<file path="config.mk">
export PLATFORM = sky130hd
export DESIGN_NAME = sprite_dma
export DESIGN_NICKNAME = d
export VERILOG_FILES = /design/src/rtl/sdma_pkg.sv /design/src/rtl/sdma_snoop.sv /design/src/rtl/sdma_seq.sv /design/src/rtl/sdma_cyccnt.sv /design/src/rtl/sprite_dma.sv
export SDC_FILE = /design/constraint.sdc
export NUM_CORES = 1
export LEC_CHECK = 0
export ABC_AREA = 1
export ABC_CLOCK_PERIOD_IN_PS = 3300
export CAP_MARGIN = 20
export CORE_MARGIN = 10
export CORE_UTILIZATION = 43
export DETAILED_ROUTE_END_ITERATION = 10
export PLACE_DENSITY = 0.95
export SLEW_MARGIN = 40
export SYNTH_ARGS = -nofsm -noshare
export SYNTH_HDL_FRONTEND = slang
export SYNTH_SLANG_ARGS = --single-unit
</file>
<file path="constraint.sdc">
create_clock -name clk -period 3.3 [get_ports clk]
set_input_delay 0.33 -clock clk [delete_from_list [all_inputs] [get_ports clk]]
set_output_delay 0.33 -clock clk [all_outputs]
set_load 0.02 [all_outputs]
</file>
<file path="src/rtl/sdma_pkg.sv">
package sdma_pkg;
  typedef enum logic [1:0] {
    PH_IDLE  = 2'd0,
    PH_READ  = 2'd1,
    PH_WRITE = 2'd2
  } phase_e;
endpackage

</file>
<file path="src/rtl/sdma_snoop.sv">
module sdma_snoop #(
  parameter int ADDR_W = 16,
  parameter int DATA_W = 8,
  parameter logic [ADDR_W-1:0] TRIG_ADDR = 16'h4014
) (
  input  logic              cpu_wr_en,
  input  logic [ADDR_W-1:0] cpu_wr_addr,
  input  logic [DATA_W-1:0] cpu_wr_data,
  output logic              hit,
  output logic              fwd_wr_en,
  output logic [ADDR_W-1:0] fwd_wr_addr,
  output logic [DATA_W-1:0] fwd_wr_data
);
  // A store to the trigger address is claimed here and never reaches memory.
  always_comb begin
    hit         = cpu_wr_en && (cpu_wr_addr == TRIG_ADDR);
    fwd_wr_en   = cpu_wr_en && !hit;
    fwd_wr_addr = cpu_wr_addr;
    fwd_wr_data = cpu_wr_data;
  end
endmodule

</file>
<file path="src/rtl/sdma_seq.sv">
module sdma_seq
  import sdma_pkg::*;
#(
  parameter int ADDR_W = 16,
  parameter int PAGE_W = 8,
  parameter int PAGE_BYTES = 256
) (
  input  logic              clk,
  input  logic              rst_n,
  input  logic              start,
  input  logic [PAGE_W-1:0] start_page,
  output logic              rd_en,
  output logic [ADDR_W-1:0] rd_addr,
  output logic              wr_en,
  output logic              last_wr,
  output logic              active
);
  localparam int IDX_W = $clog2(PAGE_BYTES);
  localparam logic [IDX_W-1:0] LAST_IDX = IDX_W'(PAGE_BYTES - 1);

  phase_e            phase_q;
  logic [PAGE_W-1:0] page_q;
  logic [IDX_W-1:0]  idx_q;

  always_ff @(posedge clk) begin
    if (!rst_n) begin
      phase_q <= PH_IDLE;
      page_q  <= '0;
      idx_q   <= '0;
    end else begin
      unique case (phase_q)
        PH_IDLE: if (start) begin
          page_q  <= start_page;
          idx_q   <= '0;
          phase_q <= PH_READ;
        end
        PH_READ: phase_q <= PH_WRITE;
        PH_WRITE: begin
          if (idx_q == LAST_IDX) begin
            phase_q <= PH_IDLE;
          end else begin
            idx_q   <= idx_q + 1'b1;
            phase_q <= PH_READ;
          end
        end
        default: phase_q <= PH_IDLE;
      endcase
    end
  end

  always_comb begin
    active  = (phase_q != PH_IDLE);
    rd_en   = (phase_q == PH_READ);
    wr_en   = (phase_q == PH_WRITE);
    last_wr = wr_en && (idx_q == LAST_IDX);
    rd_addr = (ADDR_W'(page_q) << IDX_W) | ADDR_W'(idx_q);
  end
endmodule

</file>
<file path="src/rtl/sdma_cyccnt.sv">
module sdma_cyccnt #(
  parameter int CYC_W = 32,
  parameter int STEP  = 512
) (
  input  logic             clk,
  input  logic             rst_n,
  input  logic             finish,
  output logic [CYC_W-1:0] count
);
  always_ff @(posedge clk) begin
    if (!rst_n)      count <= '0;
    else if (finish) count <= count + CYC_W'(STEP);
  end
endmodule

</file>
<file path="src/rtl/sprite_dma.sv">
module sprite_dma #(
  parameter int ADDR_W = 16,
  parameter int DATA_W = 8,
  parameter int PAGE_BYTES = 256,
  parameter int CYC_W = 32,
  parameter logic [ADDR_W-1:0] TRIG_ADDR = 16'h4014,
  parameter logic [ADDR_W-1:0] DEST_ADDR = 16'h2004
) (
  input  logic              clk,
  input  logic              rst_n,
  input  logic              cpu_wr_en,
  input  logic [ADDR_W-1:0] cpu_wr_addr,
  input  logic [DATA_W-1:0] cpu_wr_data,
  output logic              fwd_wr_en,
  output logic [ADDR_W-1:0] fwd_wr_addr,
  output logic [DATA_W-1:0] fwd_wr_data,
  output logic              mem_rd_en,
  output logic [ADDR_W-1:0] mem_rd_addr,
  input  logic [DATA_W-1:0] mem_rd_data,
  output logic              vid_wr_en,
  output logic [ADDR_W-1:0] vid_wr_addr,
  output logic [DATA_W-1:0] vid_wr_data,
  output logic              cpu_stall,
  output logic              busy,
  output logic              done,
  output logic [CYC_W-1:0]  cycle_count
);
  localparam int STEP_CYCLES = 2 * PAGE_BYTES;

  logic hit, active, last_wr;

  sdma_snoop #(.ADDR_W(ADDR_W), .DATA_W(DATA_W), .TRIG_ADDR(TRIG_ADDR)) u_snoop (
    .cpu_wr_en(cpu_wr_en), .cpu_wr_addr(cpu_wr_addr), .cpu_wr_data(cpu_wr_data),
    .hit(hit), .fwd_wr_en(fwd_wr_en), .fwd_wr_addr(fwd_wr_addr), .fwd_wr_data(fwd_wr_data)
  );

  sdma_seq #(.ADDR_W(ADDR_W), .PAGE_W(DATA_W), .PAGE_BYTES(PAGE_BYTES)) u_seq (
    .clk(clk), .rst_n(rst_n), .start(hit), .start_page(cpu_wr_data),
    .rd_en(mem_rd_en), .rd_addr(mem_rd_addr), .wr_en(vid_wr_en),
    .last_wr(last_wr), .active(active)
  );

  sdma_cyccnt #(.CYC_W(CYC_W), .STEP(STEP_CYCLES)) u_cnt (
    .clk(clk), .rst_n(rst_n), .finish(last_wr), .count(cycle_count)
  );

  always_comb begin
    vid_wr_addr = DEST_ADDR;
    vid_wr_data = mem_rd_data;
    cpu_stall   = active;
    busy        = active;
    done        = last_wr;
  end
endmodule

</file>
==> impl_metrics.yaml, run 1 <==
global_route:
  grt_pass1_wl_um: 12300
  overflow: 0
  track_usage_pct: 14.9
  grt_pass1_vias: 2424
  grt_start_max_net_pins: 35
  grt_antenna_before_repair: 0
sta:
  drv_slew: 0
  max_freq_mhz: 423
  slew_headroom_pct: 50.9
  fin_crit_ns: 2.36
  setup-tns-final_ns: 0
  skew_ns: 0.00784
  setup_violations: 0
  timing.final.ws_setup_ns: 0.936
  fin_crit_sh_pct: 71.6
  rsz0062_at_grt: "false"
  final_hold_viol_count: 0
  worst-slew-pin-transition_ns: 0.736
placement:
  dp_hpwl_um: 6140
  place_congestion: 0.850
  portBuffers: 95
  preCtsSetupSlack_ns: 1.18
final_layout:
  drive_gt1_share_pct: 6.26
  area_delta_synth_final_pct: 28.6
  n_fill_cell: 560
  diodes: 0
  nets: 484
yosys:
  syn_area_per_cell_um2: 6.85
  synth-seq-cells: 41
  syn-cell-area_um2: 2650
  netlist_instances: 387
  yosysTopAreaCell: "dfxtp_1"
  synth_cell_types: 31
  ys_top_cells_by_area: "dfxtp_1 (31%), buf_4 (17%), nand2_1 (9.8%), nor2_1 (7.1%), nand3_1 (6.4%)"
  yosys_warnings: 0
  ys_seq_area_share_pct: 30.9
  netlist.area_leader.share_pct: 30.9
die:
  ios: 137
  start_util_pct: 44.5
  fp.dieH_um: 98.5
  core.rowCount: 28
  die_area_um2: 9710
  core_um2: 5960
  die_w_um: 98.5
clock_network:
  clkSlewWorstSetupHoldPaths_ns: 0.08
  clk_latency_ns: 0.29
  cts_sinks: 41
  post_cts_buffers: 0
  hold_buffers: 0
  clock_path_buffers: 2
  ctsRootBufferMaster: "clkbuf_8"
  cts_max_level: 2
  cts_tree: "built"
  cts_buffers: 5
  cts_resized: 0
detailed_routing:
  ant_nets: 0
  drcViolationCount: 0
  wl_met2_um: 3920
  viasPerCell: 4.80
  highest_layer: "met4"
  vias: 2504
  drt_wl_total_um: 7540
  drt_first_pass_iters: 4
  drtIter0Drc: 72
  wl_met1_um: 2900
  wl_per_cell_um: 14.4
  route.met3.wl_um: 661
power:
  power_frac_clock_pct: 38.3
  p_switching_uw: 248
  vdd_drop_max_uv: 188
  swShare_pct: 24.3
  power.total_uw: 1020
  pwr-share-seq_pct: 48.4
  intPower_uw: 772
  p_leak_uw: 0.00135
  cellPowerDensity_nw_per_um2: 299
  combinationalPowerShare_pct: 13.2
worst_setup_path:
  worstPathArrival_ns: 2.03
  worstReg2RegStart: "u_seq.idx_q[0]$_SDFFE_PN0P_"
  r2r_end: "u_cnt.count[24]$_SDFFE_PN0P_"
  end_kind: "output pin"
  start_kind: "flop"
  required_ns: 2.97
  timing_worst_setup_path_type: "reg -> out"
  worst-path-max-fanout: 5
  worst_r2r_path_depth: 9
  reg2reg_slack_ns: 1.41
min_path:
  hold_class: "reg -> reg"
  min_from: "u_seq.page_q[3]$_SDFFE_PN0P_"
  holdPathEnd: "u_seq.page_q[3]$_SDFFE_PN0P_"
  min_path_cells: 2
flow_run:
  max-cap-violations: 0
run_status:
  status: "completed"
[registers in the layout (all words and copies together), names as in the netlist]
name / cells
u_cnt.count: 23
u_seq.idx_q: 8
u_seq.page_q: 8
u_seq.phase_q: 2
[power groups by stage]
stage | Sequential, uW | Combinational (uW) | Clock, uW
CTS | 494 | 135 | 400
finish | 494 | 135 | 391
global route | 494 | 144 | 424
floorplan | 506 | 120 | 0
detailed placement | 506 | 134 | 0
global placement | 506 | 133 | 0
[critical path, cell delays in order (launching register included)]
cell and delay [ns]:
dfxtp_1 0.42, ha_1 0.21, nand2_2 0.10, nor2_4 0.17, nand4_4 0.12, nor2_8 0.11
clkdlybuf4s50_1 0.61
[routing by layer]
metal,vias up,global-route usage (%)
met5,-,0
met3,8,5.87
met1,1119,16.1
met4,0,2.32
met2,108,27.3
li1,1269,-
[cell usage after synthesis, drive strengths merged]
| cell | count |
|---|---|
| a211oi | 6 |
| a21oi | 27 |
| a31oi | 1 |
| buf | 64 |
| clkbuf | 4 |
| conb | 2 |
| dfxtp | 41 |
| ha | 2 |
| inv | 44 |
| nand2 | 74 |
| nand3 | 36 |
| nand3b | 1 |
| nand4 | 12 |
| nor2 | 57 |
| nor3 | 4 |
| nor3b | 1 |
| o21a | 1 |
| o21ai | 4 |
| or2 | 1 |
| xnor2 | 4 |
| xor2 | 1 |
[kinds of logic after synthesis]
kind of cell / synth area share [%]
AOI/OAI and AO/OA: 8.07
xor gates and xnor gates: 1.65
adders and majority gates: 0.943
buffers and inverters: 25.0
DFF: 30.9
other: 0.283
and+or+nand+nor: 33.1
[stage by stage]
stage                     hold slack, ns  util [%]  cells  instance area (um^2)
after detailed placement           0.446      55.5    515                  3310
after CTS                          0.462      57.3    522                  3410
final                              0.456      57.3    522                  3410
after global routing               0.478      57.3    522                  3410
after global placement             0.433      55.5    515                  3310
after floorplan                    0.444         -    410                  2740
[final cells by class]
cell class              count  area [um^2]  share of cell area, %
multi-input cells         257         1250                   36.8
repair buffers             98          973                   28.5
flip-flops and latches     41          821                   24.1
inverters                  44          165                   4.84
well taps                  75         93.8                   2.75
clock buffers               5         68.8                   2.02
clock inverters             2         35.0                   1.03
[cell usage in the layout (no fill, tap or decap), drive strengths merged]
cell type	n
clkbuf	5
nand4	12
nor2	57
xor2	1
nor3b	1
clkinv	1
inv	44
dfxtp	41
a31oi	1
nand3	36
a211oi	6
o21a	1
nand2	74
bufinv	1
buf	3
or2	1
nor3	4
a21oi	27
conb	25
ha	2
o21ai	4
xnor2	4
nand3b	1
clkdlybuf4s50	95
[worst max path at each step]
stage                                           start   endpoint  cells after the start
after floorplan           u_seq.idx_q[0]$_SDFFE_PN0P_       done                      6
after global placement                 cpu_wr_addr[1]  fwd_wr_en                      6
after detailed placement               cpu_wr_addr[1]  fwd_wr_en                      6
after CTS                 u_seq.idx_q[0]$_SDFFE_PN0P_       done                      6
after global routing      u_seq.idx_q[0]$_SDFFE_PN0P_       done                      6
final                     u_seq.idx_q[0]$_SDFFE_PN0P_       done                      6
(Power assumes the default switching activity.)
==> run 2, diff against run 1 <==
--- a/config.mk
+++ b/config.mk
@@ -6,12 +6,12 @@
 export NUM_CORES = 1
 export LEC_CHECK = 0
 export ABC_AREA = 1
-export ABC_CLOCK_PERIOD_IN_PS = 3300
+export ABC_CLOCK_PERIOD_IN_PS = 2000
 export CAP_MARGIN = 20
 export CORE_MARGIN = 10
-export CORE_UTILIZATION = 43
+export CORE_UTILIZATION = 36
 export DETAILED_ROUTE_END_ITERATION = 10
-export PLACE_DENSITY = 0.95
+export PLACE_DENSITY = 0.87
 export SLEW_MARGIN = 40
 export SYNTH_ARGS = -nofsm -noshare
 export SYNTH_HDL_FRONTEND = slang
==> constraint.sdc (replaced) <==
create_clock -name clk -period 2 [get_ports clk]
set_input_delay 0.2 -clock clk [delete_from_list [all_inputs] [get_ports clk]]
set_output_delay 0.2 -clock clk [all_outputs]
set_load 0.02 [all_outputs]
==> impl_metrics.yaml, run 2 (synthesis results as in run 1) <==
final_layout:
  largest-register: "u_cnt.count"
  final_cells: 551
  largest_reg_flops: 23
  final_common_cell: "clkdlybuf4s50_1"
  seqCellArea_um2: 821
  n_fill_cell: 690
  nets: 488
  diodes: 0
  utilization_pct: 48.1
  final_cell_mix: "clkdlybuf4s50_1 (94), nand2_1 (69), nor2_1 (50), inv_1 (42), dfxtp_1 (41)"
  multi_input_area_um2: 1250
  drive_gt1_share_pct: 7.30
  largest_registers: "u_cnt.count x23, u_seq.idx_q x8, u_seq.page_q x8"
  area_delta_synth_final_pct: 30.7
placement:
  portBuffers: 95
  place_congestion: 0.872
  dp_hpwl_um: 6330
  placed_cells: 543
detailed_routing:
  wl_per_cell_um: 14.2
  drtIter0Drc: 102
  vias: 2567
  ant_nets: 0
  drt_first_pass_iters: 4
  drcViolationCount: 0
  viasPerCell: 4.66
  drt_wl_total_um: 7850
global_route:
  grt_pass1_wl_um: 12800
  grt_pass1_vias: 2518
  track_usage_pct: 13.6
  use_met1_pct: 14.7
  grt_start_max_net_pins: 35
  grt_busiest_layer: "met2"
  grt_antenna_before_repair: 0
  grt_use_met3_pct: 5.30
  grt_use_met2_pct: 24.1
  overflow: 0
die:
  start_util_pct: 36.8
  core.rowCount: 31
  die_area_um2: 11200
  ios: 137
  fp.dieH_um: 106
  die_w_um: 106
  core_um2: 7210
clock_network:
  clock_path_buffers: 2
  cts_sinks: 41
  cts_buffers: 5
  cts_tree: "built"
  clk_latency_ns: 0.30
  cts_max_level: 2
  cts_resized: 1
  clkSlewWorstSetupHoldPaths_ns: 0.07
  post_cts_buffers: 0
  hold_buffers: 0
  ctsRootBufferMaster: "clkbuf_8"
worst_setup_path:
  start_kind: "flop"
  worst-path-max-fanout: 4
  required_ns: 1.80
  timing_worst_setup_path_type: "reg -> out"
  worstPathArrival_ns: 1.71
  end_kind: "output pin"
  reg2reg_slack_ns: 0.19
power:
  p_leak_uw: 0.00138
  vdd_drop_max_uv: 222
  pwr-share-seq_pct: 49.7
  swShare_pct: 25.4
  cellPowerDensity_nw_per_um2: 473
  p_switching_uw: 418
  intPower_uw: 1220
  combinationalPowerShare_pct: 13.6
  power_frac_clock_pct: 36.7
sta:
  fin_crit_sh_pct: 95.7
  rsz0062_at_grt: "false"
  fin_crit_ns: 1.91
  slew_headroom_pct: 52.9
  final_hold_viol_count: 0
  max_freq_mhz: 523
  drv_slew: 0
  setup_violations: 0
  setup-tns-final_ns: 0
  worst-slew-pin-transition_ns: 0.706
  skew_ns: 0.00762
min_path:
  hold_class: "in -> out"
flow_run:
  max-cap-violations: 0
run_status:
  status: "completed"
==> run 2: changes by cell type in the layout (fill, tap and decap cells not counted) <==
cell and delta:
buf_4 +4, bufinv_16 -1, clkbuf_8 +2, clkdlybuf4s50_1 -1
dlygate4sd2_1 +1
==> run 2: cell type report <==
class	count	area share [%]
Clock buffer	7	2.78
Clock inverter	1	0.144
Inverter	44	4.76
Multi-Input combinational cell	257	36.2
Sequential cell	41	23.7
Tap cell	99	3.57
Timing Repair Buffer	102	28.9
==> run 2: final timing paths <==
check,start,to,depth (start not counted)
hold reg to reg,u_seq.page_q[5]$_SDFFE_PN0P_,u_seq.page_q[5]$_SDFFE_PN0P_,2
setup / recovery,u_seq.idx_q[1]$_SDFFE_PN0P_,done,6
hold / removal,mem_rd_data[7],vid_wr_data[7],0
setup reg to reg,u_seq.idx_q[1]$_SDFFE_PN0P_,u_cnt.count[30]$_SDFFE_PN0P_,10
==> run 2: power groups by stage <==
| stage | clock network [uW] | registers, uW | logic (uW) |
|---|---|---|---|
| final | 603 | 815 | 223 |
| after global routing | 648 | 815 | 238 |
| after CTS | 627 | 815 | 222 |
| after detailed placement | 0 | 835 | 222 |
| after global placement | 0 | 835 | 219 |
| after floorplan | 0 | 835 | 198 |
==> run 2: worst max-delay path, stage by stage (launching register included) <==
cell and delay [ns]:
dfxtp_1 0.37, ha_1 0.20, nand2_2 0.09, nor2_4 0.17
nand4_4 0.12, nor2_8 0.12, dlygate4sd2_1 0.34
==> run 2: layer usage <==
layer	up-vias	wire length, um
li1	1277	-
met1	1147	3100
met2	133	3850
met3	10	787
met4	0	116
met5	-	0
==> run 2: through the flow <==
step	cell area [um^2]	hold slack, ns	total power, uW	setup WS [ns]
detailed placement	3370	0.400	1060	0.122
CTS	3470	0.400	1660	0.0603
global placement	3370	0.400	1050	0.152
global route	3470	0.400	1700	0.00680
floorplan	2740	0.376	1030	0.335
finish	3470	0.400	1640	0.0864
==> run 3, diff against run 2 <==
--- a/config.mk
+++ b/config.mk
@@ -6,12 +6,12 @@
 export NUM_CORES = 1
 export LEC_CHECK = 0
 export ABC_AREA = 1
-export ABC_CLOCK_PERIOD_IN_PS = 2000
-export CAP_MARGIN = 20
+export ABC_CLOCK_PERIOD_IN_PS = 2200
+export CAP_MARGIN = 30
 export CORE_MARGIN = 10
-export CORE_UTILIZATION = 36
+export CORE_UTILIZATION = 40
 export DETAILED_ROUTE_END_ITERATION = 10
-export PLACE_DENSITY = 0.87
+export PLACE_DENSITY = 0.83
 export SLEW_MARGIN = 40
 export SYNTH_ARGS = -nofsm -noshare
 export SYNTH_HDL_FRONTEND = slang
==> constraint.sdc (replaced) <==
create_clock -name clk -period 2.2 [get_ports clk]
set_input_delay 0.22 -clock clk [delete_from_list [all_inputs] [get_ports clk]]
set_output_delay 0.22 -clock clk [all_outputs]
set_load 0.02 [all_outputs]
==> impl_metrics.yaml, run 3 (synthesis results as in run 1) <==
final_layout:
  final_common_cell: "clkdlybuf4s50_1"
  largest_reg_flops: 23
  fin_area_um2: 3460
  area_delta_synth_final_pct: 30.6
  diodes: 0
  final_cell_mix: "clkdlybuf4s50_1 (94), nand2_1 (69), nor2_1 (50), inv_1 (42), dfxtp_1 (41)"
  n_fill_cell: 607
  largest_registers: "u_cnt.count x23, u_seq.idx_q x8, u_seq.page_q x8"
  nets: 487
  drive_gt1_share_pct: 7.10
  largest-register: "u_cnt.count"
clock_network:
  cts_max_level: 2
  cts_buffers: 5
  cts_tree: "built"
  cts_sinks: 41
  clkSlewWorstSetupHoldPaths_ns: 0.08
  clock_path_buffers: 2
  ctsRootBufferMaster: "clkbuf_8"
  post_cts_buffers: 0
  clk_latency_ns: 0.30
sta:
  skew_ns: 0.00158
  setup_violations: 0
  worst-slew-pin-transition_ns: 0.637
  fin_crit_sh_pct: 88.4
  slew_headroom_pct: 57.5
  drv_slew: 0
  rsz0062_at_grt: "false"
  max_freq_mhz: 514
  setup-tns-final_ns: 0
  timing.final.ws_setup_ns: 0.255
  final_hold_viol_count: 0
  fin_crit_ns: 1.94
detailed_routing:
  wl_per_cell_um: 14.3
  drtIter0Drc: 67
  drt_wl_total_um: 7570
  drcViolationCount: 0
  ant_nets: 0
  vias: 2543
  viasPerCell: 4.82
  drt_first_pass_iters: 4
run_status:
  status: "completed"
power:
  vdd_drop_max_uv: 467
  p_leak_uw: 0.00139
  cellPowerDensity_nw_per_um2: 481
global_route:
  grt_antenna_before_repair: 0
  grt_pass1_wl_um: 11800
  grt_pass1_vias: 2430
  track_usage_pct: 14.0
  overflow: 0
  grt_start_max_net_pins: 35
worst_setup_path:
  worstReg2RegStart: "u_seq.idx_q[0]$_SDFFE_PN0P_"
  setup.worst_path.end: "done"
  start_kind: "flop"
  end_kind: "output pin"
  crit_start: "u_seq.idx_q[0]$_SDFFE_PN0P_"
  worst_r2r_path_depth: 10
  worst-path-max-fanout: 5
  required_ns: 1.98
  r2r_end: "u_cnt.count[30]$_SDFFE_PN0P_"
  reg2reg_slack_ns: 0.39
  timing_worst_setup_path_type: "reg -> out"
  worstPathArrival_ns: 1.72
die:
  core_um2: 6390
  ios: 137
  fp.dieH_um: 101
  core.rowCount: 29
  die_area_um2: 10300
  start_util_pct: 41.5
  die_w_um: 101
placement:
  place_area_um2: 3330
  portBuffers: 95
  dp_hpwl_um: 6030
  place_congestion: 0.869
  preCtsSetupSlack_ns: 0.281
min_path:
  min_path_cells: 0
  hold_class: "in -> out"
flow_run:
  max-cap-violations: 0
-- run 3: cell count changes in the layout (fill, tap and decap cells not counted) --
cell / previous run / this run
bufinv_16: 0 / 2
buf_4: 7 / 6
clkbuf_8: 7 / 5
-- run 3: worst min-delay path by stage --
stage	start	to
detailed placement	u_seq.page_q[5]$_SDFFE_PN0P_	u_seq.page_q[5]$_SDFFE_PN0P_
floorplan	cpu_wr_data[0]	u_seq.page_q[0]$_SDFFE_PN0P_
CTS	mem_rd_data[4]	vid_wr_data[4]
global route	mem_rd_data[7]	vid_wr_data[7]
finish	mem_rd_data[7]	vid_wr_data[7]
global placement	u_seq.page_q[3]$_SDFFE_PN0P_	u_seq.page_q[3]$_SDFFE_PN0P_
-- run 3: layer usage --
metal | up-vias | part of all wire [%] | GRT usage [%]
met1 | 1141 | 41 | 15.2
li1 | 1270 | - | -
met3 | 8 | 10 | 4.97
met4 | 0 | 0.99 | 4.18
met5 | - | 0 | 0
met2 | 124 | 47 | 25.1
-- run 3: final cells by class --
type	count	area, um^2	share of cell area [%]
multi-input cells	257	1250	36.2
repair buffers	101	995	28.7
flip-flops and latches	41	821	23.7
inverters	44	165	4.77
well taps	77	96.3	2.78
clock buffers	5	68.8	1.99
clock inverters	3	65.1	1.88
-- run 3: critical path, stage by stage, from the launching register on --
cell and delay, ns:
dfxtp_1 0.40, ha_1 0.20, nand2_2 0.09, nor2_4 0.17
nand4_4 0.12, nor2_8 0.12, dlygate4sd2_1 0.34
-- run 3: power by group --
part           total (uW)  leakage [uW]  internal (uW)  switching (uW)
clock                 723     0.0000681            451             272
combinational         204      0.000988           89.5             114
sequential            741      0.000330            741         0.00144
total                1670       0.00139           1280             387
-- run 3: per-stage QoR --
step / util [%] / instances / hold slack [ns] / power (uW)
global placement: 52.2 / 520 / 0.430 / 960
detailed placement: 52.2 / 520 / 0.437 / 962
floorplan: - / 410 / 0.396 / 939
CTS: 54.3 / 528 / 0.440 / 1680
global route: 54.3 / 528 / 0.440 / 1730
finish: 54.3 / 528 / 0.440 / 1670
-- run 3: repair_timing --
| item | CTS | global route |
|---|---|---|
| gates resized for setup | 1 | 0 |
| setup endpoints to repair | 1 | 0 |
| hold buffers | 0 | 0 |
